**config.mk**
```make
export PLATFORM = sky130hd
export DESIGN_NAME = serial_cmd_if
export DESIGN_NICKNAME = d
export VERILOG_FILES = /design/src/rtl/scmd_pkg.sv /design/src/rtl/scmd_sync.sv /design/src/rtl/scmd_shifter.sv /design/src/rtl/scmd_regfile.sv /design/src/rtl/serial_cmd_if.sv
export SDC_FILE = /design/constraint.sdc
export NUM_CORES = 1
export LEC_CHECK = 0
export BUFFER_PORTS_ARGS = -buffer_cell sky130_fd_sc_hd__buf_4
export CORE_MARGIN = 5
export CORE_UTILIZATION = 58
export DETAILED_ROUTE_END_ITERATION = 12
export HOLD_SLACK_MARGIN = 0.15
export PLACE_DENSITY = 0.79
export SYNTH_ARGS = -nofsm -noshare
export SYNTH_HDL_FRONTEND = slang
export SYNTH_SLANG_ARGS = --single-unit
```
**constraint.sdc**
```tcl
create_clock -name clk -period 2.3 [get_ports clk]
set_input_delay 0.575 -clock clk [delete_from_list [all_inputs] [get_ports clk]]
set_output_delay 0.575 -clock clk [all_outputs]
set_load 0.005 [all_outputs]
```
**src/rtl/scmd_pkg.sv**
```systemverilog
package scmd_pkg;

    localparam int CMD_W  = 16;
    localparam int FREQ_W = 12;
    localparam int BYTE_W = 8;

    localparam logic [3:0]        OP_FREQ  = 4'hA;
    localparam logic [BYTE_W-1:0] OP_BW    = 8'hC0;
    localparam logic [BYTE_W-1:0] OP_AFC   = 8'hC4;
    localparam logic [BYTE_W-1:0] OP_FIFO  = 8'hCA;
    localparam logic [BYTE_W-1:0] OP_MODE  = 8'hDA;
    localparam logic [CMD_W-1:0]  CMD_SRST = 16'hFF00;

    typedef struct packed {
        logic [FREQ_W-1:0] freq;
        logic [BYTE_W-1:0] bw;
        logic [BYTE_W-1:0] afc;
        logic [BYTE_W-1:0] fifo;
        logic              srst_en;
    } cfg_t;

endpackage

```
**src/rtl/scmd_sync.sv**
```systemverilog
module scmd_sync #(
    parameter int           W       = 3,
    parameter int           STAGES  = 2,
    parameter logic [W-1:0] RST_VAL = '0
) (
    input  logic         clk,
    input  logic         rst_n,
    input  logic [W-1:0] d,
    output logic [W-1:0] q
);

    logic [W-1:0] stg_d [STAGES];
    logic [W-1:0] stg_q [STAGES];

    always_comb begin
        stg_d[0] = d;
        for (int i = 1; i < STAGES; i++) begin
            stg_d[i] = stg_q[i-1];
        end
    end

    always_ff @(posedge clk or negedge rst_n) begin
        if (!rst_n) begin
            for (int i = 0; i < STAGES; i++) begin
                stg_q[i] <= RST_VAL;
            end
        end else begin
            for (int i = 0; i < STAGES; i++) begin
                stg_q[i] <= stg_d[i];
            end
        end
    end

    assign q = stg_q[STAGES-1];

endmodule

```
**src/rtl/scmd_shifter.sv**
```systemverilog
module scmd_shifter #(
    parameter int CMD_W  = 16,
    parameter int STAT_W = 16
) (
    input  logic              clk,
    input  logic              rst_n,
    input  logic              sck_s,
    input  logic              sdi_s,
    input  logic              sel_n_s,
    input  logic [STAT_W-1:0] status_i,
    output logic              sdo_o,
    output logic              sdo_oe_o,
    output logic              cmd_vld_o,
    output logic [CMD_W-1:0]  cmd_o
);

    localparam int CNT_W = $clog2(CMD_W + 1);
    localparam logic [CNT_W-1:0] CNT_FULL = CNT_W'(CMD_W);
    localparam logic [CNT_W-1:0] CNT_LAST = CNT_W'(CMD_W - 1);

    typedef struct packed {
        logic              sck_prev;
        logic [CMD_W-1:0]  sh;
        logic [CNT_W-1:0]  cnt;
        logic              rd;
        logic [STAT_W-1:0] out;
        logic              sdo;
        logic              oe;
        logic              vld;
        logic [CMD_W-1:0]  cmd;
    } sh_state_t;

    sh_state_t st_d, st_q;
    logic      rise, fall;

    always_comb begin
        rise         = sck_s & ~st_q.sck_prev;
        fall         = ~sck_s & st_q.sck_prev;
        st_d          = st_q;
        st_d.sck_prev = sck_s;
        st_d.vld      = 1'b0;
        st_d.oe       = ~sel_n_s;
        if (sel_n_s) begin
            st_d.cnt = '0;
            st_d.rd  = 1'b0;
            st_d.sdo = 1'b0;
            st_d.sh  = '0;
            st_d.out = '0;
        end else begin
            if (rise && (st_q.cnt != CNT_FULL)) begin
                st_d.sh  = {st_q.sh[CMD_W-2:0], sdi_s};
                st_d.cnt = st_q.cnt + 1'b1;
                if ((st_q.cnt == '0) && !sdi_s) begin
                    st_d.rd  = 1'b1;
                    st_d.out = status_i;
                end
                if ((st_q.cnt == CNT_LAST) && !st_q.rd) begin
                    st_d.vld = 1'b1;
                    st_d.cmd = {st_q.sh[CMD_W-2:0], sdi_s};
                end
            end
            if (fall && st_q.rd) begin
                st_d.sdo = st_q.out[STAT_W-1];
                st_d.out = {st_q.out[STAT_W-2:0], 1'b0};
            end
        end
    end

    always_ff @(posedge clk or negedge rst_n) begin
        if (!rst_n) begin
            st_q <= '0;
        end else begin
            st_q <= st_d;
        end
    end

    assign sdo_o     = st_q.sdo;
    assign sdo_oe_o  = st_q.oe;
    assign cmd_vld_o = st_q.vld;
    assign cmd_o     = st_q.cmd;

    // a deselected port releases the pad and drives 0
    p_hiz_deselected_r6: assert property (@(posedge clk) disable iff (!rst_n)
        sel_n_s |=> (!sdo_oe_o && !sdo_o));

    // a decoded write is a single-cycle strobe
    p_cmd_single_r2: assert property (@(posedge clk) disable iff (!rst_n)
        cmd_vld_o |=> !cmd_vld_o);

    // a read frame never produces a write strobe
    p_no_write_in_read_r4: assert property (@(posedge clk) disable iff (!rst_n)
        (st_q.rd && !sel_n_s) |=> !cmd_vld_o);

    // sdo only moves on a falling serial clock edge
    p_sdo_on_fall_r4: assert property (@(posedge clk) disable iff (!rst_n)
        (!sel_n_s && !fall) |=> $stable(sdo_o));

endmodule

```
**src/rtl/scmd_regfile.sv**
```systemverilog
module scmd_regfile
    import scmd_pkg::*;
#(
    parameter int          FREQ_MIN = 96,
    parameter int          FREQ_MAX = 3903,
    parameter int          DEF_FREQ = 1600,
    parameter logic [7:0]  DEF_BW   = 8'h40,
    parameter logic [7:0]  DEF_AFC  = 8'h13,
    parameter logic [7:0]  DEF_FIFO = 8'h80
) (
    input  logic             clk,
    input  logic             rst_n,
    input  logic             cmd_vld_i,
    input  logic [CMD_W-1:0] cmd_i,
    output cfg_t             cfg_o,
    output logic             rst_pulse_o
);

    localparam logic [FREQ_W-1:0] F_LO = FREQ_W'(FREQ_MIN);
    localparam logic [FREQ_W-1:0] F_HI = FREQ_W'(FREQ_MAX);
    localparam cfg_t CFG_DEF = '{freq: FREQ_W'(DEF_FREQ), bw: DEF_BW,
                                 afc: DEF_AFC, fifo: DEF_FIFO, srst_en: 1'b0};

    typedef struct packed {
        cfg_t cfg;
        logic pend;
        logic pulse;
    } rf_state_t;

    rf_state_t rf_d, rf_q;
    logic      f_ok;

    always_comb begin
        f_ok     = (cmd_i[FREQ_W-1:0] >= F_LO) && (cmd_i[FREQ_W-1:0] <= F_HI);
        rf_d       = rf_q;
        rf_d.pulse = rf_q.pend;
        rf_d.pend  = 1'b0;
        if (cmd_vld_i) begin
            if (cmd_i == CMD_SRST) begin
                if (rf_q.cfg.srst_en) begin
                    rf_d.cfg   = CFG_DEF;
                    rf_d.pulse = 1'b1;
                end
            end else if (cmd_i[CMD_W-1 -: 4] == OP_FREQ) begin
                if (f_ok) begin
                    rf_d.cfg.freq = cmd_i[FREQ_W-1:0];
                end
            end else begin
                case (cmd_i[CMD_W-1 -: BYTE_W])
                    OP_BW:   rf_d.cfg.bw      = cmd_i[BYTE_W-1:0];
                    OP_AFC:  rf_d.cfg.afc     = cmd_i[BYTE_W-1:0];
                    OP_FIFO: rf_d.cfg.fifo    = cmd_i[BYTE_W-1:0];
                    OP_MODE: rf_d.cfg.srst_en = cmd_i[0];
                    default: ;
                endcase
            end
        end
    end

    always_ff @(posedge clk or negedge rst_n) begin
        if (!rst_n) begin
            rf_q.cfg   <= CFG_DEF;
            rf_q.pend  <= 1'b1;
            rf_q.pulse <= 1'b0;
        end else begin
            rf_q <= rf_d;
        end
    end

    assign cfg_o       = rf_q.cfg;
    assign rst_pulse_o = rf_q.pulse;

    // the stored frequency word never leaves the legal window
    p_freq_window_r7: assert property (@(posedge clk) disable iff (!rst_n)
        (cfg_o.freq >= F_LO) && (cfg_o.freq <= F_HI));

    // a word below the window leaves the frequency untouched
    p_freq_low_kept_r7: assert property (@(posedge clk) disable iff (!rst_n)
        (cmd_vld_i && cmd_i[CMD_W-1 -: 4] == OP_FREQ && cmd_i[FREQ_W-1:0] < F_LO)
        |=> $stable(cfg_o.freq));

    // the reset pulse lasts one cycle
    p_pulse_single_r10: assert property (@(posedge clk) disable iff (!rst_n)
        rst_pulse_o |=> !rst_pulse_o);

    // registers are at defaults while the pulse is high
    p_pulse_defaults_r10: assert property (@(posedge clk) disable iff (!rst_n)
        rst_pulse_o |-> (cfg_o == CFG_DEF));

    // software reset without the enable does nothing
    p_srst_gated_r9: assert property (@(posedge clk) disable iff (!rst_n)
        (cmd_vld_i && cmd_i == CMD_SRST && !cfg_o.srst_en) |=> (!rst_pulse_o && $stable(cfg_o)));

endmodule

```
**src/rtl/serial_cmd_if.sv**
```systemverilog
module serial_cmd_if
    import scmd_pkg::*;
#(
    parameter int         SYNC_STAGES = 2,
    parameter int         MAG_W       = 5,
    parameter int         FREQ_MIN    = 96,
    parameter int         FREQ_MAX    = 3903,
    parameter int         DEF_FREQ    = 1600,
    parameter logic [7:0] DEF_BW      = 8'h40,
    parameter logic [7:0] DEF_AFC     = 8'h13,
    parameter logic [7:0] DEF_FIFO    = 8'h80
) (
    input  logic              clk,
    input  logic              rst_n,
    input  logic              sck,
    input  logic              sdi,
    input  logic              sel_n,
    input  logic              stat_lock,
    input  logic              stat_afc_toggle,
    input  logic              stat_afc_same,
    input  logic              stat_offs_sign,
    input  logic [MAG_W-1:0]  stat_offs_mag,
    output logic              sdo,
    output logic              sdo_oe,
    output logic [11:0]       cfg_freq,
    output logic [7:0]        cfg_bw,
    output logic [7:0]        cfg_afc,
    output logic [7:0]        cfg_fifo,
    output logic              cfg_srst_en,
    output logic              cfg_reset_pulse
);

    localparam int STAT_W = CMD_W;
    localparam int PAD_W  = STAT_W - 4 - MAG_W;

    logic [2:0]        pins_s;
    logic [STAT_W-1:0] status_w;
    logic              cmd_vld;
    logic [CMD_W-1:0]  cmd;
    cfg_t              cfg;

    scmd_sync #(
        .W       (3),
        .STAGES  (SYNC_STAGES),
        .RST_VAL (3'b001)
    ) u_sync (
        .clk   (clk),
        .rst_n (rst_n),
        .d     ({sck, sdi, sel_n}),
        .q     (pins_s)
    );

    assign status_w = {stat_lock, stat_afc_toggle, stat_afc_same,
                       stat_offs_sign, stat_offs_mag, {PAD_W{1'b0}}};

    scmd_shifter #(
        .CMD_W  (CMD_W),
        .STAT_W (STAT_W)
    ) u_shifter (
        .clk       (clk),
        .rst_n     (rst_n),
        .sck_s     (pins_s[2]),
        .sdi_s     (pins_s[1]),
        .sel_n_s   (pins_s[0]),
        .status_i  (status_w),
        .sdo_o     (sdo),
        .sdo_oe_o  (sdo_oe),
        .cmd_vld_o (cmd_vld),
        .cmd_o     (cmd)
    );

    scmd_regfile #(
        .FREQ_MIN (FREQ_MIN),
        .FREQ_MAX (FREQ_MAX),
        .DEF_FREQ (DEF_FREQ),
        .DEF_BW   (DEF_BW),
        .DEF_AFC  (DEF_AFC),
        .DEF_FIFO (DEF_FIFO)
    ) u_regfile (
        .clk         (clk),
        .rst_n       (rst_n),
        .cmd_vld_i   (cmd_vld),
        .cmd_i       (cmd),
        .cfg_o       (cfg),
        .rst_pulse_o (cfg_reset_pulse)
    );

    assign cfg_freq    = cfg.freq;
    assign cfg_bw      = cfg.bw;
    assign cfg_afc     = cfg.afc;
    assign cfg_fifo    = cfg.fifo;
    assign cfg_srst_en = cfg.srst_en;

endmodule

```
Yosys cells after proc, flatten, opt, wreduce, memory -nomap -nowiden
Cells that the tools add are included.
{ "totals": {"mem_bits_rw": 0, "out_inout_bits": 40, "mem_count": 0, "word_cells": 82, "rom_bits": 0, "latch_bits": 0, "ff_bits": 102} }
{ "op_classes": {"n_lt_le_gt_ge": 2, "n_reduce_logical": 27, "bitwise_logic": 5, "n_div": 0, "shift": 0, "eq_ne": 10, "n_mux": 19, "addsub": 1, "n_mul": 0} }
{ "ops": {"columns": ["operator", "n"], "rows": [
  ["37-bit two-way mux", 3],
  ["17-bit two-way mux", 5],
  ["38-bit two-way mux", 1],
  ["8-bit == test (second input constant)", 4],
  ["25-bit two-way mux", 1],
  ["12-bit two-way mux", 2],
  ["8-bit two-way mux", 3],
  ["2-bit nonzero test", 9],
  ["16-bit == test (second input constant)", 1],
  ["4-bit AND reduction", 4],
  ["12-bit by 7-bit greater-or-equal comparator with 1-bit output (second input constant)", 1],
  ["12-bit <= comparator (second input constant)", 1],
  ["3-bit AND reduction", 2],
  ["3-bit nonzero test", 2],
  ["5-bit by 1-bit adder with 5-bit output (second input constant)", 1],
  ["5-bit by 4-bit == test with 1-bit output (second input constant)", 1],
  ["1-bit logical AND", 5],
  ["5-bit zero test", 1],
  ["5-bit inequality test (second input constant)", 1],
  ["4-bit == test (second input constant)", 1],
  ["1-bit two-way mux", 4],
  ["2-bit by 1-bit inequality test with 1-bit output (second input constant)", 2],
  ["2-bit AND reduction", 2],
  ["1-bit NOT", 3],
  ["2 further kinds", 4]
]} }

Longest topological paths before layout
{ "depth": {"word_depth": 6, "mapped_depth": 7, "ltp_nobuf": 6} }

Hierarchy
From an unflattened synthesis, not the netlist that was laid out.
{ "unflattened": {"cells_unflattened": 423, "area_unflattened_um2": 4827.1} }
{ "by_module_without_submodules": {"columns": ["module", "instances", "cells_each", "area_each_um2", "seq_area_each_um2"], "rows": [
  ["scmd_shifter", 1, 263, 2740.1, 1426.4],
  ["scmd_regfile", 1, 153, 1930.6, 987.2],
  ["scmd_sync", 1, 6, 152.6, 152.6],
  ["serial_cmd_if", 1, 1, 3.8, 0.0]
]} }

Least setup slack after synthesis
Ideal clock, no wire load.
{ "synth_path": {"path_kind": "flip-flop to flip-flop", "startpoint": "register u_shifter.st_q[36] (netlist bit)", "endpoint": "register u_shifter.st_q (netlist bit u_shifter.cmd_o[10])", "slack_ns": 0.320, "stages_incl_launch_ff": 8, "arrival_time_ns": 1.856, "cell_sequence": "dfrtp_1 > inv_1 > ha_1 > nor3b_1 > a21oi_2 > nand4_2 > buf_4 > mux2_2"} }
{ "synth_via": {"elab_chain_len": 3, "word_cells_on_any_way": 5} }
{ "synth_lines": {"columns": ["item", "line", "source"], "rows": [
  ["start: declaration", "scmd_shifter.sv:33", "sh_state_t st_d, st_q;"],
  ["start signal: assignment", "scmd_shifter.sv:73", "st_q <= st_d;"],
  ["5-bit by 4-bit == test with 1-bit output or 5-bit inequality test (tied branches)", "scmd_shifter.sv:57, scmd_shifter.sv:50", null],
  ["1-bit logical AND (on tied branches)", "scmd_shifter.sv:57, scmd_shifter.sv:50", null],
  ["3-bit AND reduction (no line) *", null, null]
]} }
Mark *: on every way between the ends. The rest lies on a longest branch, timed or not.
A chain may end at the register's enable or synchronous reset.

Worst setup path after layout
{ "layout_path": {"startpoint": "register u_shifter.st_q (netlist bit u_shifter.cmd_o[12])", "endpoint": "register, netlist name u_regfile.cfg_o[22]"} }
{ "layout_via": {"elab_chain_len": 3, "word_cells_on_any_way": 8} }
{ "layout_lines": {"columns": ["item", "line", "source"], "rows": [
  ["16-bit == test, or another cell as far along", "scmd_regfile.sv:39", "if (cmd_i == CMD_SRST) begin"],
  ["2-bit by 1-bit inequality test with 1-bit output (no line) or 2-bit nonzero test (tied branches)", null, null],
  ["4-bit AND reduction (no line)", null, null]
]} }
Several ways; a longest one is shown, not always the timed one.

==> summary.md <==
| Metric | Value |
|---|---|
| Final wirelength | 8.658 mm |
| Synth area leader | dfrtp_1 |
| Worst Setup End Kind | flip-flop |
| Critical Path AT | between 2000 and 2500 ps |
| Initial antenna violation count | 0 |
| 1st-pass router iterations | 5 |
| Vias | slightly above 3000 |
| Fmax | between 0.4 and 0.5 GHz |
| Top-area cell type share of the netlist area | 0.4654 |
| PwrDens | approximately 580 nW/µm² |
| Root Driver | clkbuf_8 |
| RSZ-0062 raised after global routing | false |
| Main synth FF type | dfrtp_1 |
| Fill count | ~600 |
| Syn avg cell area | around 11 µm² |
| Most common cell in the netlist | dfrtp_1 |
| Peak supply drop | 0.4340 mV |
| DR WL/cell | 16.06 µm |
| Vias in the first global route | 3108 |
| Seq cells post-synth | 95 |
| First-pass GRT wire length | roughly 15 mm |
| Residual DRC | 0 |
| CP required | 2550 ps |
| Nets@finish | about 450 |
| Final Hold Viols | 0 |
| Sequential cell area | 2391 µm² |
| Slew HR | 0.5666 |
| Status | completed |
| Share of cells above drive strength 1 | 0.3410 |
| Die Y | around 100 µm |
| Gate count of the mapped netlist | 398 |
| Count of cell types in the netlist | 54 |
| Grt total ovfl | 0 |
| Worst path cell trace | and4bb_1 -> and4_1 -> a32o_2 -> mux2_4 |
| Post-DRT Antenna Nets | 0 |
| Initial core utilization | 0.5906 |
| Crit-path max FO | 10 |
| Tcrit/Tclk final | 0.9373 |
| Post-synth top cells | dfrtp_1, nand2_1, buf_4, mux2_2 |
| CP Launch Type | flip-flop |
| Yosys warnings | 0 |
| Routability Congestion | 0.8424 |
| Mapped Nets | just over 400 |
| Maximum clock insertion buffer count | 2 |
| Largest net degree at the start of global routing | 40 |
| Global Route Usage Sum | 0.1925 |
| WHS | about 170 ps |
| Worst-path clk slew | approximately 100 ps |
| Seq/Total Area, Yosys | 0.5294 |
| Post-synth EDFFs | 0 |
| Die width | approximately 98 µm |
| Min Tclk post-route | roughly 2200 ps |
| CTS Buf Count | 9 |
| CTS tree | built |
| Clock Sinks | 95 |
| Slew Viols, Final | 0 |
| Sum Neg Setup Slack | 0 ps |
| Critical path type | reg2reg |
| Max cap viols | 0 |
| Worst skew pair latency | roughly 370 ps |
| Top post-synthesis cells by area | dfrtp_1, buf_4, dfstp_2 |
| Hold buffers post-CTS | 0 |
| Slew of the pin with the lowest slew margin | ~650 ps |
| Core area | about 7600 µm² |
| Crit-path max cell delay | between 400 and 500 ps |
| Post-CTS Repair Setup Buffers | 0 |
| Diodes inserted | 0 |
| H-Tree Depth | 3 |
| Number of setup violations in the final report | 0 |
| Total die area | roughly 9700 µm² |
| Async S/R FF share, synth | 1.000 |
| Worst hold path type | in2async |
| DR vias/cell | about 5.6 |
| Leakage | roughly 0.0024 µW |
| Multi-input gate area | roughly 1700 µm² |
| Worst Clk Skew | between 15 and 20 ps |
| DRT iter0 DRCs | 150 |
| Post-synthesis instance area | 4517 µm² |
| Cts repair resizes | 0 |
| PortBufs | between 50 and 60 |
| Crit-path slowest cell | and4_1 |
| Rows | 32 |
| Dpl hpwl | ~6.3 mm |
| Area grow syn2layout | 11.99% |
| I/O Pins | 54 |
worst max-delay path: cells and delay by family (launching register included):
family / cells / cell delay (ps)
AOI/OAI and AO/OA: 1 / 430
DFF: 1 / 470
muxes: 1 / 330
and+or+nand+nor: 2 / 820
routing by layer:
metal  up-vias  share of wire  track usage
li1       1439              -            -
met1      1502           0.45       0.2562
met2        70           0.49       0.3068
met3        14          0.045      0.03929
met4         0          0.019      0.08508
met5         -              0            0
logic make-up (layout without fill, tap and decap cells):
| group | after synthesis | in the layout | share of synthesized area |
|---|---|---|---|
| buffers and inverters | 71 | 110 | 0.09695 |
| muxes | 44 | 44 | 0.1119 |
| adders and majority gates | 3 | 3 | 0.008311 |
| DFF | 95 | 95 | 0.5294 |
| xor gates and xnor gates | 2 | 2 | 0.003879 |
| and+or+nand+nor | 109 | 109 | 0.1291 |
| other | 1 | 1 | 0.0008302 |
| AOI/OAI and AO/OA | 73 | 73 | 0.1197 |
cells in the final DEF (no fill, tap or decap), types with 5 or more instances in the layout:
| master | instances |
|---|---|
| mux2_2 | 24 |
| mux2_4 | 7 |
| nand2_1 | 40 |
| clkbuf_8 | 9 |
| dfstp_2 | 11 |
| dfrtp_1 | 84 |
| and3_1 | 7 |
| a221o_1 | 5 |
| o21ai_0 | 5 |
| inv_1 | 18 |
| nor2_1 | 23 |
| a21oi_1 | 23 |
| nand3_1 | 7 |
| nor2b_1 | 5 |
| a211oi_1 | 13 |
| a31o_2 | 6 |
| buf_4 | 75 |
| mux2i_1 | 13 |
path summary, 6_finish.rpt:
kind                                                       from                               to  slack (ps)  depth (start not counted)
worst min-delay path                                      rst_n   u_shifter.st_q[31]$_DFFE_PN0P_         170                          1
min in group clk                                          sel_n        u_sync.stg_d[0]$_DFF_PN1_         320                          1
max in group asynchronous                                 rst_n  u_regfile.cfg_o[10]$_DFFE_PN1P_        1410                          2
worst max-delay path            u_shifter.cmd_o[12]$_DFFE_PN0P_  u_regfile.cfg_o[22]$_DFFE_PN0P_         140                          4
worst max register to register  u_shifter.cmd_o[12]$_DFFE_PN0P_  u_regfile.cfg_o[22]$_DFFE_PN0P_         140                          4
worst min register to register        u_sync.stg_d[2]$_DFF_PN0_            u_sync.q[2]$_DFF_PN0_         360                          0
registers in the layout, indices dropped and copies added, names as in the netlist:
name and count:
u_regfile.cfg_o 37, u_regfile.rf_q 1, u_regfile.rst_pulse_o 1, u_shifter.cmd_o 16, u_shifter.cmd_vld_o 1, u_shifter.sdo_o 1
u_shifter.sdo_oe_o 1, u_shifter.st_q 31, u_sync.q 3, u_sync.stg_d 3
power breakdown:
part           leakage [µW]  switching, µW  total [µW]  internal [µW]
clock network      0.000101            594        1110            514
registers           0.00127           12.2        1700           1690
logic               0.00107           74.8         121           45.9
per-stage QoR:
step | cell area (µm²) | cells | total power, µW | util | setup slack (ps)
floorplan | 4517 | 398 | 1785 | - | 319.7
global route | 5059 | 539 | 3059 | 0.6615 | 15.09
global placement | 4857 | 523 | 1857 | 0.6351 | 239.7
finish | 5059 | 539 | 2934 | 0.6615 | 144.1
detailed placement | 4857 | 523 | 1861 | 0.6351 | 149.2
CTS | 5059 | 539 | 2965 | 0.6615 | 141.8
area by class of cell:
type / count / area share
Clock buffer: 9 / 0.02449
Clock inverter: 7 / 0.01534
Inverter: 18 / 0.01336
Multi-Input combinational cell: 232 / 0.3337
Sequential cell: 95 / 0.4727
Tap cell: 102 / 0.02523
Timing Repair Buffer: 76 / 0.1153
No activity file was read; power rests on OpenSTA's default activity.
